[src/rtl/irsir_pkg.sv]
package irsir_pkg;
  typedef enum logic {
    MODE_TX = 1'b0,
    MODE_RX = 1'b1
  } link_mode_t;
endpackage

[src/rtl/irsir_sync.sv]
module irsir_sync #(
  parameter int STAGES = 2
) (
  input  logic clk,
  input  logic rst,
  input  logic d,
  output logic q
);
  logic [STAGES-1:0] sr;

  always_ff @(posedge clk) begin
    if (rst) sr <= '0;
    else     sr <= {sr[STAGES-2:0], d};
  end

  assign q = sr[STAGES-1];
endmodule

[src/rtl/irsir_encoder.sv]
module irsir_encoder #(
  parameter int TICKS  = 16,
  parameter int PSTART = 7,
  parameter int PLEN   = 3
) (
  input  logic clk,
  input  logic rst,
  input  logic tick_en,
  input  logic enc_en,
  input  logic txd,
  output logic ir_txd
);
  localparam int CW   = $clog2(TICKS);
  localparam int PEND = PSTART + PLEN;

  logic [CW-1:0] slot;
  logic          bit_q;
  logic          cur_bit;
  logic          in_win;

  always_comb begin
    cur_bit = (slot == '0) ? txd : bit_q;
    in_win  = (slot >= CW'(PSTART)) && (slot < CW'(PEND));
  end

  always_ff @(posedge clk) begin
    if (rst) begin
      slot   <= '0;
      bit_q  <= 1'b1;
      ir_txd <= 1'b0;
    end else if (!enc_en) begin
      slot   <= '0;
      bit_q  <= 1'b1;
      ir_txd <= 1'b0;
    end else if (tick_en) begin
      slot   <= (slot == CW'(TICKS-1)) ? '0 : slot + 1'b1;
      if (slot == '0) bit_q <= txd;
      ir_txd <= !cur_bit && in_win;
    end
  end

  // no light while decoding
  p_dark_in_rx_r6: assert property (@(posedge clk) disable iff (rst)
    !enc_en |=> !ir_txd);
  // pulse begins at the slot-7 tick
  p_pulse_start_r3: assert property (@(posedge clk) disable iff (rst)
    $rose(ir_txd) |-> slot == CW'((PSTART + 1) % TICKS));
  // pulse ends after its length unless the mode changed
  p_pulse_end_r3: assert property (@(posedge clk) disable iff (rst)
    $fell(ir_txd) && $past(enc_en) |-> slot == CW'((PEND + 1) % TICKS));
  // slot only moves on a tick
  p_slot_on_tick_r5: assert property (@(posedge clk) disable iff (rst)
    $past(enc_en) && enc_en && !$stable(slot) |-> $past(tick_en));
endmodule

[src/rtl/irsir_decoder.sv]
module irsir_decoder #(
  parameter int TICKS = 16
) (
  input  logic clk,
  input  logic rst,
  input  logic tick_en,
  input  logic dec_en,
  input  logic ir_s,
  output logic uart_rxd
);
  localparam int CW = $clog2(TICKS);

  logic          prev;
  logic          busy;
  logic [CW-1:0] cnt;

  always_ff @(posedge clk) begin
    if (rst) begin
      prev     <= 1'b0;
      busy     <= 1'b0;
      cnt      <= '0;
      uart_rxd <= 1'b1;
    end else begin
      prev <= ir_s;
      if (!dec_en) begin
        busy     <= 1'b0;
        cnt      <= '0;
        uart_rxd <= 1'b1;
      end else if (busy) begin
        if (tick_en) begin
          if (cnt == CW'(TICKS-1)) begin
            busy     <= 1'b0;
            cnt      <= '0;
            uart_rxd <= 1'b1;
          end else begin
            cnt <= cnt + 1'b1;
          end
        end
      end else if (ir_s && !prev) begin
        busy     <= 1'b1;
        cnt      <= '0;
        uart_rxd <= 1'b0;
      end
    end
  end

  // idle high while encoding
  p_idle_in_tx_r9: assert property (@(posedge clk) disable iff (rst)
    !dec_en |=> uart_rxd);
  // low period only begins in receive mode
  p_low_only_rx_r7: assert property (@(posedge clk) disable iff (rst)
    $fell(uart_rxd) |-> $past(dec_en));
  // low period ends on a tick
  p_release_on_tick_r7: assert property (@(posedge clk) disable iff (rst)
    $rose(uart_rxd) && $past(dec_en) |-> $past(tick_en));
endmodule

[src/rtl/irsir_codec.sv]
module irsir_codec
  import irsir_pkg::*;
#(
  parameter int TICKS_PER_BIT = 16,
  parameter int PULSE_START   = 7,
  parameter int PULSE_LEN     = 3,
  parameter int SYNC_STAGES   = 2
) (
  input  logic clk,
  input  logic rst,
  input  logic tick_en,
  input  logic rx_mode,
  input  logic uart_txd,
  input  logic ir_rxd,
  output logic ir_txd,
  output logic uart_rxd
);
  link_mode_t mode;
  logic       ir_s;

  assign mode = link_mode_t'(rx_mode);

  irsir_sync #(.STAGES(SYNC_STAGES)) u_sync (
    .clk(clk), .rst(rst), .d(ir_rxd), .q(ir_s)
  );

  irsir_encoder #(
    .TICKS(TICKS_PER_BIT), .PSTART(PULSE_START), .PLEN(PULSE_LEN)
  ) u_enc (
    .clk(clk), .rst(rst), .tick_en(tick_en),
    .enc_en(mode == MODE_TX), .txd(uart_txd), .ir_txd(ir_txd)
  );

  irsir_decoder #(.TICKS(TICKS_PER_BIT)) u_dec (
    .clk(clk), .rst(rst), .tick_en(tick_en),
    .dec_en(mode == MODE_RX), .ir_s(ir_s), .uart_rxd(uart_rxd)
  );

  // never transmitting and receiving at once
  p_half_duplex_r6: assert property (@(posedge clk) disable iff (rst)
    !(ir_txd && !uart_rxd));
endmodule

[config.mk]
export PLATFORM = sky130hd
export DESIGN_NAME = irsir_codec
export DESIGN_NICKNAME = d
export VERILOG_FILES = /design/src/rtl/irsir_pkg.sv /design/src/rtl/irsir_sync.sv /design/src/rtl/irsir_encoder.sv /design/src/rtl/irsir_decoder.sv /design/src/rtl/irsir_codec.sv
export SDC_FILE = /design/constraint.sdc
export NUM_CORES = 1
export LEC_CHECK = 0
export CELL_PAD_IN_SITES_DETAIL_PLACEMENT = 2
export CELL_PAD_IN_SITES_GLOBAL_PLACEMENT = 2
export CORE_AREA = 2 2 48 50
export DETAILED_ROUTE_END_ITERATION = 12
export DIE_AREA = 0 0 50 52
export PLACE_DENSITY = 0.86
export SLEW_MARGIN = 20
export SYNTH_ARGS = -nofsm -noshare
export SYNTH_HDL_FRONTEND = slang
export SYNTH_SLANG_ARGS = --single-unit
[constraint.sdc]
create_clock -name clk -period 1.8 [get_ports clk]
set_input_delay 0.27 -clock clk [delete_from_list [all_inputs] [get_ports clk]]
set_output_delay 0.27 -clock clk [all_outputs]
set_load 0.02 [all_outputs]
* Word level (Yosys, flattened, before mapping)
Index checks and enable logic that the tools add are counted.
** Storage, ports and cells
- Input bits :: 6
- Output and inout port bits :: 2
- Register bits after elaboration :: 15
- Logic and storage cells :: 42
** Cells by class
- Eq/ne operators :: 4
- Bitwise gates (word level) :: 1
- $add $sub $neg :: 2
- Order comparisons :: 2
- Multiplexer cells :: 14
- Reductions and logical operators :: 11
** Operators with widths (number)
- two-way mux 4 bit :: 5
- two-way mux 1 bit :: 9
- adder 4 x 1 -> 4 bit, second input constant :: 2
- equality test 4 bit, second input constant :: 2
- greater-or-equal comparator 4 x 3 -> 1 bit, second input constant :: 1
- zero test 4 bit :: 1
- less-than comparator 4 bit, second input constant :: 1
- != test 2 bit, second input constant :: 2
- OR reduction 2 bit :: 2
- logical AND 1 bit :: 3
- AND reduction 3 bit :: 1
- zero test 1 bit :: 2
- AND reduction 2 bit :: 1
- nonzero test 2 bit :: 1
- inverter 1 bit :: 1

* Depth between registers and ports, before layout
- Depth in word-level cells :: 4
- Depth in mapped cells :: 5
- Mapped depth without buffers :: 5

* Hierarchy
From an unflattened synthesis, not the netlist that was laid out.
** Second synthesis, totals
- Cell total of the unflattened synthesis :: 74
- Area total of the unflattened synthesis :: 696.9 um^2
** Modules (own cells, without submodules)
- irsir_encoder :: seq. area each 120.1 um^2, area an instance 330.3 um^2, cells each 36, instances 1
- irsir_decoder :: seq. area each 140.1 um^2, area an instance 310.3 um^2, cells each 33, instances 1
- irsir_sync :: seq. area each 40.0 um^2, area an instance 52.6 um^2, cells each 4, instances 1
- irsir_codec :: seq. area each 0.0 um^2, area an instance 3.8 um^2, cells each 1, instances 1

* Least setup slack after synthesis
OpenSTA, ideal clock, no wires.
- Kind :: reg-to-reg
- Start point :: register u_enc.slot[0]
- End point :: register u_enc.ir_txd
- Cell stages (with the launch flop) :: 6
- Required time :: 1.684 ns
- Library setup time :: 0.116 ns
- Arrival time :: 1.048 ns
- Clock period less this slack :: 1.164 ns
- Path slack :: 0.636 ns
- Path buffers :: 0
- Cells stage by stage :: dfxtp_1 > inv_2 > ha_1 > nor3b_1 > mux2i_1 > a31o_2
** Between the ends
- Word-level cells in the longest chain between the ends :: 4
- Elaborated cells on any way between the ends :: 7
- Classes of those cells :: order compare: 2; mux: 1; reduce/logical: 4
** RTL lines
- start, declared :: RTL line irsir_encoder.sv:16 : logic [CW-1:0] slot;
- start signal, assigned :: RTL line irsir_encoder.sv:36 : slot <= (slot == CW'(TICKS-1)) ? '0 : slot + 1'b1;
- branches (longest 3 deep; another with greater-or-equal comparator 4 x 3 -> 1 bit)
- logical AND 1 bit (*) :: RTL line irsir_encoder.sv:38 : ir_txd <= !cur_bit && in_win;
- end signal, assigned :: RTL line irsir_encoder.sv:38
- end, declared :: RTL line irsir_encoder.sv:11 : output logic ir_txd
Every way passes the cells marked *.
A chain may end at the register's enable or synchronous reset.

* Worst setup path after layout
- Start point :: register u_dec.uart_rxd
- End point :: output uart_rxd
** RTL lines
- start, declared :: RTL line irsir_decoder.sv:9 : output logic uart_rxd
- start signal, assigned :: RTL line irsir_decoder.sv:22 : uart_rxd <= 1'b1;
- start signal, assigned :: RTL line irsir_decoder.sv:28 : uart_rxd <= 1'b1;
- start signal, assigned :: RTL line irsir_decoder.sv:34 : uart_rxd <= 1'b1;
- end, declared :: RTL line irsir_codec.sv:16 : output logic uart_rxd
No word-level cell between the ends.

==> flow_summary_export.csv <==
group,metric,value,unit
run_status,status,"finished, final reports clean",
min_path,worstHoldStart,"u_sync.sr[0]",
final_layout,final_nets,94,
worst_setup_path,r2r-end,"u_enc.ir_txd",
timing,tightest_slew,0.258,ns
cts,clkSinkCount,15,
grt,grt_max_degree,11,
timing,max_slew_margin,82.8,%
yosys,synth-seq-cells,15,
place,dp_hpwl,1170,um
place,gp_congestion,0.740,
yosys,synth_top_area_share,45.0,%
grt,grt_pass1_vias,586,
yosys,synth_top_cell_by_area,"dfxtp_1",
yosys,synth_area,667,um2
cts,cts_hold_buf,0,
floorplanning,die_area,2600,um2
min_path,min_path_type,"register to register",
min_path,whs_endpoint,"u_sync.sr[1]",
cts,cts_resized,0,
floorplanning,ioPinCount,8,
worst_setup_path,cp_slowest_stage_delay,0.60,ns
place,place_area,768,um2
timing,fin_tns_setup,0,ns
floorplanning,die_w,50,um
final_layout,final-seq-area,300,um2
timing,final_max_slew_viol_count,0,
timing,finalSetupViolCount,0,
worst_setup_path,path_buf_inv,1,
grt,grt_pass1_wl,2690,um
place,numPortBuffers,7,
final_layout,n_antenna_cell,0,
worst_setup_path,cp-start-kind,"register",
worst_setup_path,cp.required,1.53,ns
final_layout,drive_gt1_share,10.7,%
power_and_ir_drop,p_leak,0.284,nW
floorplanning,rows,17,
routing,ant_nets,0,
yosys,yosysSeqAreaShare,45.0,%
cts,htreeDepth,1,
power_and_ir_drop,peakVddDrop,265,uV
yosys,netlist_instances,74,
yosys,yosys.cell_types.count,29,
routing,drt_iter0_drc,6,
worst_setup_path,worstSetupPathType,"register to output port",
yosys,syn_nets,83,
routing,vias_per_cell,4.97,
grt,grt-ovfl-total,0,
timing,min_period,1.50,ns
yosys,post_synth.cell_area_avg,9.01,um2
final_layout,synthToLayoutAreaGrowth,19.7,%
final_layout,fillers,235,
final_layout,multi_input_area,340,um2
worst_setup_path,crit_fanout,2,
grt,antenna_found_initial,0,
worst_setup_path,crit_path_end_kind,"output port",
worst_setup_path,r2r_slack,0.46,ns
routing,routedWlPerCell,13.4,um
timing,max_freq,0.665,GHz
cts,cts_inserted_buffers,3,
power_and_ir_drop,power_density,746,nW/um2
routing,dr.pass1.iters,3,
floorplanning,dieHeight,52,um
worst_setup_path,regToRegStartpoint,"u_enc.slot[0]",
worst_setup_path,crit_chain,"clkdlybuf4s50_1",
worst_setup_path,cp_slowest_cell,"clkdlybuf4s50_1",
floorplanning,coreArea,2110,um2
cts,clkTransAtPathRegs,0.10,ns
yosys,yosysWarnings,0,
worst_setup_path,r2r_cells,5,
grt,grt_use_total,14.1,%
routing,vias,557,
min_path,min_path_cells,1,
cts,clk_path_buf_depth,2,
routing,totalWireLength,1500,um
floorplanning,start_util,31.7,%
worst_setup_path,cp_top_family,"buffers and inverters",
yosys,synthTopCellsByArea,"dfxtp_1 (45%), ha_1 (5.6%), a21oi_1 (4.5%)",
final_layout,stdcell_area,798,um2
job,cap_violations,0,
cts,root_buffer,"clkbuf_4",
cts,cts_tree,"built",
timing,finalCritPeriodShare,83.5,%
cts,clock_latency,0.29,ns
cts,cts_setup_buffers,0,
timing,rsz0062_at_grt,"no",
routing,drc_errors,0,
timing,finalHoldViolCount,0,
worst_setup_path,cp.arrival,1.23,ns
timing,skew,0.00271,ns
-- power breakdown --
part,leakage (nW),internal [mW],switching (mW)
Clock,0.0139,0.0847,0.123
Sequential,0.122,0.338,0.00447
Combinational,0.148,0.0241,0.0215
Total,0.284,0.447,0.149
-- cells in the mapped netlist (all sizes together) --
master / count
a31o: 1
o22ai: 1
a21o: 1
nor2: 5
or3: 1
nor2b: 3
inv: 4
a41o: 1
nand3: 6
clkbuf: 1
nor3: 1
buf: 1
o21ai: 1
nor3b: 3
or3b: 1
nand4: 1
a31oi: 2
dfxtp: 15
xor2: 2
nand3b: 1
nand2b: 2
nand2: 5
mux2i: 3
or4: 1
and2: 1
a21oi: 6
ha: 3
or2: 1
-- state kept, by name (all words and copies together) (netlist names) --
name	count
u_dec.uart_rxd	1
u_enc.slot	4
u_dec.prev	1
u_sync.sr	2
u_enc.ir_txd	1
u_dec.cnt	4
u_enc.bit_q	1
u_dec.busy	1
-- per-layer routing --
layer	share of wire (%)	GRT usage (%)
met1	48	17.3
met2	48	23.0
met3	2.3	3.45
met4	1.8	6.94
met5	0	0
-- stage by stage --
stage	total power, mW	hold WS, ns	utilization, %	setup slack [ns]	std cells
detailed placement	0.396	0.445	36.5	0.253	108
global placement	0.394	0.422	36.5	0.288	108
CTS	0.609	0.463	37.9	0.275	112
finish	0.596	0.458	37.9	0.297	112
global route	0.626	0.482	37.9	0.254	112
floorplan	0.375	0.342	-	0.636	74
-- layout make-up --
class	count	area share [%]
multi-input cells	53	42.6
flip-flops and latches	15	37.6
repair buffers	8	9.72
well taps	28	4.39
clock buffers	3	2.82
inverters	4	1.88
clock inverters	1	0.940
-- layout by cell type (no fill, tap or decap), types with 2 or more instances in the layout --
cell             Yosys  layout
a21oi_1              6       6
a31oi_1              2       2
clkbuf_4             0       3
clkdlybuf4s50_1      0       7
dfxtp_1             15      15
ha_1                 3       3
inv_1                3       3
mux2i_1              3       3
nand2_1              5       5
nand2b_1             2       2
nand3_1              6       6
nor2_1               5       5
nor2b_1              3       3
nor3b_1              3       3
xor2_1               2       2
-- kinds of logic after synthesis --
group | synth area share [%]
AOI/OAI and AO/OA | 12.0
xor gates and xnor gates | 2.63
adders and majority gates | 5.63
buffers and inverters | 3.94
DFF | 45.0
muxes | 4.50
and+or+nand+nor | 26.3
-- worst max path at each step --
stage | start | to | slack (ns) | depth (start not counted)
floorplan | u_enc.slot[0] | u_enc.ir_txd | 0.64 | 5
global placement | rst | u_dec.uart_rxd | 0.29 | 4
detailed placement | rst | u_dec.uart_rxd | 0.25 | 4
CTS | u_dec.uart_rxd | uart_rxd | 0.27 | 1
global route | u_enc.ir_txd | ir_txd | 0.25 | 1
finish | u_dec.uart_rxd | uart_rxd | 0.30 | 1
No activity file was read; power rests on OpenSTA's default activity.
